`src/rtl/spi_eng_pkg.sv`:
```
// Shared types and constants for the SPI master engine.
// Assumes 8-bit characters; CHAR_W must be a power of two.
package spi_eng_pkg;

    localparam int CHAR_W = 8;
    localparam int EDGE_W = $clog2(2 * CHAR_W);

    typedef enum logic [1:0] {
        SEQ_IDLE  = 2'd0,
        SEQ_SHIFT = 2'd1,
        SEQ_TRAIL = 2'd2
    } seq_state_t;

endpackage

```
`src/rtl/spi_eng_clkgen.sv`:
```
// SCK generator: produces a tick every HALF_DIV clocks while running and
// toggles SCK on requested edges; parks SCK at cpol when not running.
// Assumes HALF_DIV >= 1 and cpol steady while running.
module spi_eng_clkgen #(
    parameter int HALF_DIV = 2
) (
    input  logic clk,
    input  logic rst_n,
    input  logic run,
    input  logic toggle,
    input  logic cpol,
    output logic tick,
    output logic sck
);

    localparam int CNT_W = (HALF_DIV > 1) ? $clog2(HALF_DIV) : 1;

    generate
        if (HALF_DIV == 1) begin : g_nodiv
            assign tick = run;
        end else begin : g_div
            localparam logic [CNT_W-1:0] CNT_LAST = CNT_W'(HALF_DIV - 1);
            logic [CNT_W-1:0] cnt_q;

            // Half-period counter, held at zero while idle.
            always_ff @(posedge clk) begin
                if (!rst_n || !run) begin
                    cnt_q <= '0;
                end else if (cnt_q == CNT_LAST) begin
                    cnt_q <= '0;
                end else begin
                    cnt_q <= cnt_q + 1'b1;
                end
            end

            assign tick = run && (cnt_q == CNT_LAST);
        end
    endgenerate

    // SCK level: rest at cpol, flip on each requested edge.
    always_ff @(posedge clk) begin
        if (!rst_n || !run) begin
            sck <= cpol;
        end else if (toggle) begin
            sck <= ~sck;
        end
    end

endmodule

```
`src/rtl/spi_eng_shifter.sv`:
```
// Combined transmit/receive shift register with a registered MOSI bit.
// Samples MISO into the register on sampling edges and updates MOSI on
// changing edges. rx_char is the character as it stands after the current
// sample, used by the caller in the cycle of the last sampling edge.
// Assumes load and sample are never needed on the same register bit.
module spi_eng_shifter #(
    parameter int W = 8
) (
    input  logic         clk,
    input  logic         rst_n,
    input  logic         lsb_first,
    input  logic         load,
    input  logic [W-1:0] load_data,
    input  logic         preset_out,
    input  logic         sample,
    input  logic         change,
    input  logic         miso,
    output logic         mosi,
    output logic [W-1:0] rx_char
);

    logic [W-1:0] sh_q;
    logic         out_bit;
    logic         first_bit;

    assign out_bit   = lsb_first ? sh_q[0] : sh_q[W-1];
    assign first_bit = lsb_first ? load_data[0] : load_data[W-1];
    assign rx_char   = lsb_first ? {miso, sh_q[W-1:1]} : {sh_q[W-2:0], miso};

    // Shift register: new character on load, else shift MISO in on sampling.
    always_ff @(posedge clk) begin
        if (!rst_n) begin
            sh_q <= '0;
        end else if (load) begin
            sh_q <= load_data;
        end else if (sample) begin
            sh_q <= rx_char;
        end
    end

    // MOSI register: first bit on preset, next bit on each changing edge.
    always_ff @(posedge clk) begin
        if (!rst_n) begin
            mosi <= 1'b0;
        end else if (preset_out) begin
            mosi <= first_bit;
        end else if (change) begin
            mosi <= out_bit;
        end
    end

endmodule

```
`src/rtl/spi_eng_rxbuf.sv`:
```
// Small receive FIFO with a sticky overflow flag. A push into a full FIFO
// succeeds only if a pop frees an entry in the same cycle.
// Assumes DEPTH is a power of two and at least 2.
module spi_eng_rxbuf #(
    parameter int W     = 8,
    parameter int DEPTH = 2
) (
    input  logic         clk,
    input  logic         rst_n,
    input  logic         push,
    input  logic [W-1:0] din,
    input  logic         pop,
    output logic [W-1:0] dout,
    output logic         not_empty,
    output logic         overflow
);

    localparam int PTR_W = $clog2(DEPTH);
    localparam int CNT_W = $clog2(DEPTH + 1);
    localparam logic [CNT_W-1:0] FULL_CNT = CNT_W'(DEPTH);

    logic [W-1:0]     mem_q [DEPTH];
    logic [PTR_W-1:0] wr_ptr_q;
    logic [PTR_W-1:0] rd_ptr_q;
    logic [CNT_W-1:0] cnt_q;
    logic             pop_ok;
    logic             push_ok;
    logic             blocked;

    assign pop_ok    = pop && (cnt_q != '0);
    assign blocked   = (cnt_q == FULL_CNT) && !pop_ok;
    assign push_ok   = push && !blocked;
    assign dout      = mem_q[rd_ptr_q];
    assign not_empty = (cnt_q != '0);

    // Entry storage, written at the write pointer.
    always_ff @(posedge clk) begin
        if (push_ok) begin
            mem_q[wr_ptr_q] <= din;
        end
    end

    // Pointers and occupancy.
    always_ff @(posedge clk) begin
        if (!rst_n) begin
            wr_ptr_q <= '0;
            rd_ptr_q <= '0;
            cnt_q    <= '0;
        end else begin
            if (push_ok) wr_ptr_q <= wr_ptr_q + 1'b1;
            if (pop_ok)  rd_ptr_q <= rd_ptr_q + 1'b1;
            case ({push_ok, pop_ok})
                2'b10:   cnt_q <= cnt_q + 1'b1;
                2'b01:   cnt_q <= cnt_q - 1'b1;
                default: cnt_q <= cnt_q;
            endcase
        end
    end

    // Sticky overflow on a refused push.
    always_ff @(posedge clk) begin
        if (!rst_n) begin
            overflow <= 1'b0;
        end else if (push && blocked) begin
            overflow <= 1'b1;
        end
    end

endmodule

```
`src/rtl/spi_master_engine.sv`:
```
// SPI master engine top: transmit holding register, transfer sequencer,
// SCK generator, shift register and receive FIFO. The sequencer counts
// 2*CHAR_W SCK edges per character and chains straight into the next
// character when the holding register is full at the last edge.
// Assumes the mode, order, hw_ss and rx_enable inputs change only while idle.
module spi_master_engine
    import spi_eng_pkg::*;
#(
    parameter int HALF_DIV = 2,
    parameter int RX_DEPTH = 2
) (
    input  logic              clk,
    input  logic              rst_n,
    input  logic              wr_en,
    input  logic [CHAR_W-1:0] wr_data,
    input  logic              rd_en,
    output logic [CHAR_W-1:0] rd_data,
    input  logic              rx_enable,
    input  logic              lsb_first,
    input  logic              cpol,
    input  logic              cpha,
    input  logic              hw_ss,
    output logic              tx_empty,
    output logic              rx_ready,
    output logic              rx_overflow,
    output logic              sck,
    output logic              mosi,
    input  logic              miso,
    output logic              ss_n
);

    localparam logic [EDGE_W-1:0] EDGE_LAST = EDGE_W'(2 * CHAR_W - 1);

    seq_state_t        state_q, state_d;
    logic [EDGE_W-1:0] edge_q;
    logic [CHAR_W-1:0] hold_q;
    logic              hold_vld_q;
    logic              tick;
    logic              in_shift;
    logic              last_edge;
    logic              load_idle;
    logic              reload;
    logic              load;
    logic              sample_edge;
    logic              change_edge;
    logic              char_done;
    logic [CHAR_W-1:0] rx_char;

    assign in_shift    = (state_q == SEQ_SHIFT);
    assign last_edge   = tick && in_shift && (edge_q == EDGE_LAST);
    assign load_idle   = (state_q == SEQ_IDLE) && hold_vld_q;
    assign reload      = last_edge && hold_vld_q;
    assign load        = load_idle || reload;
    assign sample_edge = tick && in_shift && (edge_q[0] == cpha);
    assign change_edge = tick && in_shift && (edge_q[0] != cpha);
    assign char_done   = sample_edge && (&edge_q[EDGE_W-1:1]);
    assign tx_empty    = !hold_vld_q;

    // Transmit holding register: accept when empty, release on load.
    always_ff @(posedge clk) begin
        if (!rst_n) begin
            hold_vld_q <= 1'b0;
            hold_q     <= '0;
        end else if (load) begin
            hold_vld_q <= 1'b0;
        end else if (wr_en && !hold_vld_q) begin
            hold_vld_q <= 1'b1;
            hold_q     <= wr_data;
        end
    end

    // Sequencer next state.
    always_comb begin
        state_d = state_q;
        case (state_q)
            SEQ_IDLE:  if (hold_vld_q) state_d = SEQ_SHIFT;
            SEQ_SHIFT: if (last_edge && !hold_vld_q) state_d = SEQ_TRAIL;
            SEQ_TRAIL: if (tick) state_d = SEQ_IDLE;
            default:   state_d = SEQ_IDLE;
        endcase
    end

    // Sequencer state, edge counter and registered slave select.
    always_ff @(posedge clk) begin
        if (!rst_n) begin
            state_q <= SEQ_IDLE;
            edge_q  <= '0;
            ss_n    <= 1'b1;
        end else begin
            state_q <= state_d;
            ss_n    <= !(hw_ss && (state_d != SEQ_IDLE));
            if (load) begin
                edge_q <= '0;
            end else if (tick && in_shift) begin
                edge_q <= edge_q + 1'b1;
            end
        end
    end

    spi_eng_clkgen #(
        .HALF_DIV (HALF_DIV)
    ) i_clkgen (
        .clk    (clk),
        .rst_n  (rst_n),
        .run    (state_q != SEQ_IDLE),
        .toggle (tick && in_shift),
        .cpol   (cpol),
        .tick   (tick),
        .sck    (sck)
    );

    spi_eng_shifter #(
        .W (CHAR_W)
    ) i_shifter (
        .clk        (clk),
        .rst_n      (rst_n),
        .lsb_first  (lsb_first),
        .load       (load),
        .load_data  (hold_q),
        .preset_out (load_idle || (reload && !cpha)),
        .sample     (sample_edge),
        .change     (change_edge),
        .miso       (miso),
        .mosi       (mosi),
        .rx_char    (rx_char)
    );

    spi_eng_rxbuf #(
        .W     (CHAR_W),
        .DEPTH (RX_DEPTH)
    ) i_rxbuf (
        .clk       (clk),
        .rst_n     (rst_n),
        .push      (char_done && rx_enable),
        .din       (rx_char),
        .pop       (rd_en),
        .dout      (rd_data),
        .not_empty (rx_ready),
        .overflow  (rx_overflow)
    );

endmodule

```
`config.mk`:
```
export PLATFORM = sky130hd
export DESIGN_NAME = spi_master_engine
export DESIGN_NICKNAME = d
export VERILOG_FILES = /design/src/rtl/spi_eng_pkg.sv /design/src/rtl/spi_eng_clkgen.sv /design/src/rtl/spi_eng_shifter.sv /design/src/rtl/spi_eng_rxbuf.sv /design/src/rtl/spi_master_engine.sv
export SDC_FILE = /design/constraint.sdc
export NUM_CORES = 1
export LEC_CHECK = 0
export BUFFER_PORTS_ARGS = -buffer_cell sky130_fd_sc_hd__buf_2
export CAP_MARGIN = 20
export CORE_ASPECT_RATIO = 1.25
export CORE_MARGIN = 2
export CORE_UTILIZATION = 40
export CTS_CLUSTER_SIZE = 30
export DETAILED_ROUTE_END_ITERATION = 8
export PLACE_DENSITY = 0.7
export SLEW_MARGIN = 20
export SYNTH_ARGS = -nofsm -noshare
export SYNTH_HDL_FRONTEND = slang
export SYNTH_SLANG_ARGS = --single-unit
```
`constraint.sdc`:
```
create_clock -name clk -period 2.8 [get_ports clk]
set_input_delay 0.42 -clock clk [delete_from_list [all_inputs] [get_ports clk]]
set_output_delay 0.42 -clock clk [all_outputs]
set_load 0.01 [all_outputs]
```
======== Yosys cells after proc, flatten, opt, wreduce, memory -nomap -nowiden ========
Memories as Yosys holds them, arrays and structs flattened. A register that Yosys moved wholly into a read port is not among the register bits.
Cells that the tools add are included.
storage, ports and cells
  flip-flop bits (word level) ............. 32
  memory bits (writable) .................. 16
  bits of input ports ..................... 18
  output and inout port bits .............. 14
  memories kept ........................... 1
cells by class
  $add $sub $neg .......................... 6
  eq/ne operators ......................... 8
  mux-type cells .......................... 18
  bitwise logic cells ..................... 3
  reduce and logical (&&, ||, !) cells .... 39
memories
  memory         words  bits a word  read ports  clocked after memory_dff  write ports  line                 source
  i_rxbuf.mem_q  2      8            1           1                         1            spi_eng_rxbuf.sv:22  logic [W-1:0] mem_q [DEPTH];
operators by type and width
  operator                                              number
  two-way mux 8 bit                                     3
  logical AND 1 bit                                     17
  nonzero test 2 bit                                    7
  two-way mux 1 bit                                     10
  zero test 1 bit                                       7
  equality test 2 bit (second input constant)           3
  two-way mux 2 bit                                     3
  case mux 2 bit (3 select lines)                       1
  adder 4 x 1 -> 4 bit (second input constant)          1
  equality test 2 x 1 -> 1 bit (second input constant)  2
  equality test 4 bit (second input constant)           1
  case mux 2 bit (2 select lines)                       1
  OR reduction 2 bit                                    2
  adder 1 bit (second input constant)                   3
  logical OR 1 bit                                      3
  inverter 1 bit                                        3
  AND reduction 3 bit                                   1
  adder 2 x 1 -> 2 bit (second input constant)          1
  zero test 2 bit                                       1
  AND reduction 2 bit                                   1
  subtractor 2 x 1 -> 2 bit (second input constant)     1
  equality test 1 bit                                   1
  inequality test 1 bit                                 1

======== Longest topological paths before layout ========
  word-level depth ........................ 10
  mapped depth ............................ 6
  depth with buffers taken out ............ 6

======== Cells and area by module ========
A second synthesis with hierarchy kept.
second synthesis, totals
  cell total of the unflattened synthesis .. 195
  area, all modules ....................... 2,167.1 µm²
modules (own cells, without submodules)
  module             instances  cells an instance  area an instance (µm²)  sequential area each (µm²)
  spi_eng_rxbuf      1          53                 840.8                   600.6
  spi_master_engine  1          72                 711.9                   320.3
  spi_eng_shifter    1          62                 526.8                   180.2
  spi_eng_clkgen     1          8                  87.6                    50.0

======== Worst setup path before layout ========
OpenSTA, ideal clock, no wires.
  kind .................................... input -> register
  start ................................... in cpha
  end ..................................... reg i_rxbuf.cnt_q[1]
  setup time .............................. 0.076 ns
  arrival time ............................ 1.912 ns
  data required time ...................... 2.724 ns
  slack ................................... 0.813 ns
  stages .................................. 5
  cells stage by stage .................... xor2_1 -> or4_4 -> ha_1 -> or3_1 -> a21boi_0
on the way
  longest elaborated chain between the ends .. 7
  elaborated cells on any way between the ends .. 9
  those cells by class .................... eq/ne: 3; mux: 1; reduce/logical: 5
RTL lines
  item                                                                          line                      source
  start, declared                                                               spi_master_engine.sv:21   input logic cpha,
  equality test 1 bit (*)                                                       spi_master_engine.sv:54   assign sample_edge = tick && in_shift && (edge_q[0] == cpha);
  logical AND 1 bit (*)                                                         spi_master_engine.sv:54
  logical AND 1 bit (*)                                                         spi_master_engine.sv:56   assign char_done = sample_edge && (&edge_q[EDGE_W-1:1]);
  logical AND 1 bit (*)                                                         spi_master_engine.sv:134  .push (char_done && rx_enable),
  logical AND 1 bit (*)                                                         spi_eng_rxbuf.sv:32       assign push_ok = push && !blocked;
  equality test 2 x 1 -> 1 bit / equality test 2 bit (equally long branches)    spi_eng_rxbuf.sv:52       case ({push_ok, pop_ok})
  case mux 2 bit (2 select lines) / nonzero test 2 bit (equally long branches)  n/a
  end signal, assigned                                                          spi_eng_rxbuf.sv:53       2'b10: cnt_q <= cnt_q + 1'b1;
  end signal, assigned                                                          spi_eng_rxbuf.sv:54       2'b01: cnt_q <= cnt_q - 1'b1;
  end signal, assigned                                                          spi_eng_rxbuf.sv:55       default: cnt_q <= cnt_q;
  end, declared                                                                 spi_eng_rxbuf.sv:25       logic [CNT_W-1:0] cnt_q;
Mark *: on every way between the ends. The rest lies on a longest branch, timed or not.
A chain may end at the register's enable or synchronous reset.

======== Worst setup path after layout ========
  start ................................... reg state_q[0]
  end ..................................... reg i_rxbuf.cnt_q[1]
on the way
  longest elaborated chain between the ends .. 9
  elaborated cells on any way between the ends .. 12
  those cells by class .................... eq/ne: 3; mux: 1; reduce/logical: 8
RTL lines
  item                                                                          line                      source
  start, declared                                                               spi_master_engine.sv:34   seq_state_t state_q, state_d;
  start signal, assigned                                                        spi_master_engine.sv:90   state_q <= state_d;
  nonzero test 2 bit                                                            spi_master_engine.sv:105  .run (state_q != SEQ_IDLE),
  logical AND 1 bit                                                             spi_eng_clkgen.sv:36      assign tick = run && (cnt_q == CNT_LAST);
  logical AND 1 bit (*) (2 in a row)                                            spi_master_engine.sv:54
  logical AND 1 bit (*)                                                         spi_master_engine.sv:56
  logical AND 1 bit (*)                                                         spi_master_engine.sv:134
  logical AND 1 bit (*)                                                         spi_eng_rxbuf.sv:32
  equality test 2 x 1 -> 1 bit / equality test 2 bit (equally long branches)    spi_eng_rxbuf.sv:52
  case mux 2 bit (2 select lines) / nonzero test 2 bit (equally long branches)  n/a
Marks and branches as above.

==> key figures <==
Run status
  • Status: finished, final reports clean

Critical path
  • CP max FO: 8
  • Worst Setup Start Kind: flip-flop
  • Critical Path AT: 2310 ps
  • CP Data Required Time: 3020 ps
  • Crit. End Element: flip-flop
  • Crit path kind: reg -> reg

Job
  • Total of max-cap violations: 0

Floorplanning
  • Die Area: 5820 µm²
  • # IOs: 32
  • Die X-Extent: 68.7 µm
  • Initial Util: 41.5%
  • # rows: 29
  • Core area: 5040 µm²
  • Die Height: 84.8 µm

Global routing
  • Total grt overflow: 0
  • Largest net degree at the start of global routing: 22
  • GRT Resource Usage Total: 13.3%
  • First-pass GRT wire length: 5930 µm
  • Initial antenna violation count: 0
  • Number of global-route vias before repair: 1367

STA
  • Final Hold Fails: 0
  • Fmax: 479 MHz
  • Unrepaired setup endpoints after global routing: false
  • Final setup TNS: 0 ps
  • Worst slew pin tran: 865 ps
  • Final setup fails: 0
  • Min cycle time layout: 2090 ps
  • Final period utilization: 74.6%
  • Worst setup margin: 712 ps
  • Slew HR: 42.2%
  • Max Slew Vio Count: 0
  • Clk_skew: 6.22 ps

Clock tree
  • CTS tree: done
  • Worst-path clk slew: 90 ps
  • Post-cts repair resize count: 0
  • H-Tree Depth: 2
  • # clock sinks: 49
  • TritonCTS buffer count: 5
  • Clk Latency, worst-skew pair: 290 ps
  • Post-CTS Setup Inserts: 0
  • CTS max path bufs: 2
  • Post-CTS Hold Fix Bufs: 0
  • Clk root buf: clkbuf_8

Layout
  • Fill cells: 476
  • Share of layout cells above drive strength 1: 29.3%
  • Seq. cell area: 1150 µm²
  • Final nets: 224
  • Final instance area: 2390 µm²
  • # diodes: 0
  • Final core area utilization: 47.3%
  • Area grow syn2layout: 14.2%
  • Multi-input logic area: 901 µm²

Synth
  • Mapped Nets: 193
  • Post-Synthesis Cells: 173
  • Sequential-to-total area share from yosys stat: 55.1%
  • Synth cell types: 37
  • Cell Area, Synth: 2090 µm²
  • Yosys warning count: 0
  • Synthesized flop and latch total: 49
  • Mean Syn Cell Area: 12.1 µm²

Route
  • WL per Instance: 12.4 µm
  • ANT nets after route: 0
  • Initial drt markers: 22
  • First-pass DRT Iterations: 4
  • WL final: 3320 µm
  • DRC Markers: 0
  • Vias: 1333
  • Via density: 4.99

Min path
  • Hold Crit Class: in -> reg

Placed design
  • Routability congestion estimate: 0.728
  • Place WS: 612 ps
  • Port bufs: 31
  • Placement Cell Area: 2300 µm²
  • Dpl hpwl: 2500 µm

Power and ir drop
  • Maximum vdd ir drop: 0.390 mV
  • Leakage: 0.922 nW
  • Pwr dens: 527 nW/µm²
-- cells in the mapped netlist, drive strengths merged --
cell type | n | area (µm²)
dfxtp | 32 | 641
mux2i | 18 | 180
edfxtp | 17 | 510
mux2 | 16 | 180
nor2b | 12 | 75.1
nor2 | 10 | 40.0
o2bb2ai | 8 | 70.1
clkbuf | 6 | 22.5
o21ai | 6 | 30.0
nand2 | 5 | 18.8
and2 | 4 | 25.0
xnor2 | 4 | 35.0
nand4 | 3 | 18.8
o21a | 3 | 22.5
xor2 | 3 | 26.3
a21oi | 2 | 10.0
and3 | 2 | 12.5
buf | 2 | 8.75
ha | 2 | 25.0
inv | 2 | 7.51
nand3 | 2 | 10.0
nor3b | 2 | 15.0
a21bo | 1 | 10.0
a21boi | 1 | 7.51
a21o | 1 | 7.51
a22o | 1 | 8.76
and3b | 1 | 8.76
nand2b | 1 | 6.26
nand3b | 1 | 20.0
nor3 | 1 | 5.00
nor4b | 1 | 8.76
or2 | 1 | 6.26
or3 | 1 | 6.26
or4 | 1 | 11.3
-- per-layer routing --
metal	routed length (µm)	vias to the layer above	global-route usage (%)	part of all wire (%)
met5	0	-	0	0
met4	52	0	6.00	1.6
met2	1690	25	22.4	51
met3	119	4	2.52	3.6
li1	-	680	-	-
met1	1450	624	16.1	44
-- critical path, cell delays in order, from the launching register on --
cell	delay, ps
dfxtp_1	480
nand3b_4	130
or4_4	550
ha_1	350
or3_1	350
a21boi_0	160
-- registers in the layout, indices dropped and copies added, names as in the netlist, named ones only --
| signal | cells |
|---|---|
| i_rxbuf.mem_q | 16 |
| edge_q | 4 |
| i_clkgen.g_div.cnt_q | 1 |
| i_rxbuf.overflow | 1 |
| hold_vld_q | 1 |
| i_shifter.mosi | 1 |
| hold_q | 8 |
| i_clkgen.sck | 1 |
| state_q | 2 |
| i_shifter.sh_q | 8 |
| i_rxbuf.wr_ptr_q | 1 |
| i_rxbuf.rd_ptr_q | 1 |
| i_rxbuf.cnt_q | 2 |
| ss_n | 1 |
-- layout by cell type (no fill, tap or decap), types with 4 or more instances in the layout --
master and n:
dfxtp_1 32, buf_2 31, mux2i_1 18, edfxtp_1 17, mux2_2 16, nor2b_1 12, nor2_1 9, o2bb2ai_1 8
o21ai_0 6, nand2_1 5, clkbuf_8 5, xnor2_1 4
-- cell type report --
type / instances / area share (%)
Sequential cell: 49 / 48.2
Multi-Input combinational cell: 114 / 37.7
Timing Repair Buffer: 32 / 6.81
Tap cell: 62 / 3.25
Clock buffer: 6 / 3.04
Clock inverter: 2 / 0.629
Inverter: 2 / 0.314
-- logic make-up (layout without fill, tap and decap cells) --
kind of cell,Yosys count,count (layout),synth area share [%]
flip-flops,49,49,55.1
AND/OR/NAND/NOR,48,48,13.8
multiplexers,34,34,17.2
AO/OA/AOI/OAI,23,23,7.96
buffers and inverters,10,42,1.85
XOR/XNOR,7,7,2.93
adder cells (fa/ha/maj),2,2,1.20
-- report_power, final --
group | switching, mW | internal, mW | leakage, nW | total [mW]
clock network | 0.227 | 0.176 | 0.0374 | 0.403
logic | 0.0454 | 0.0432 | 0.468 | 0.0886
registers | 0.0146 | 0.752 | 0.417 | 0.766
-- worst paths after layout --
| path | start | end | slack (ps) | cells after the start |
|---|---|---|---|---|
| max | state_q[0] | i_rxbuf.cnt_q[1] | 710 | 5 |
| min | hw_ss | ss_n | 310 | 2 |
| max reg2reg | state_q[0] | i_rxbuf.cnt_q[1] | 710 | 5 |
| min reg2reg | hold_q[5] | i_shifter.sh_q[5] | 460 | 1 |
-- metrics by stage --
stage	total power, mW	cells	hold slack (ps)
floorplan	0.843	173	432
global placement	0.871	259	442
detailed placement	0.873	259	442
CTS	1.27	267	305
global route	1.31	267	306
finish	1.26	267	311
Note: power is estimated with default switching activity, not from simulation.
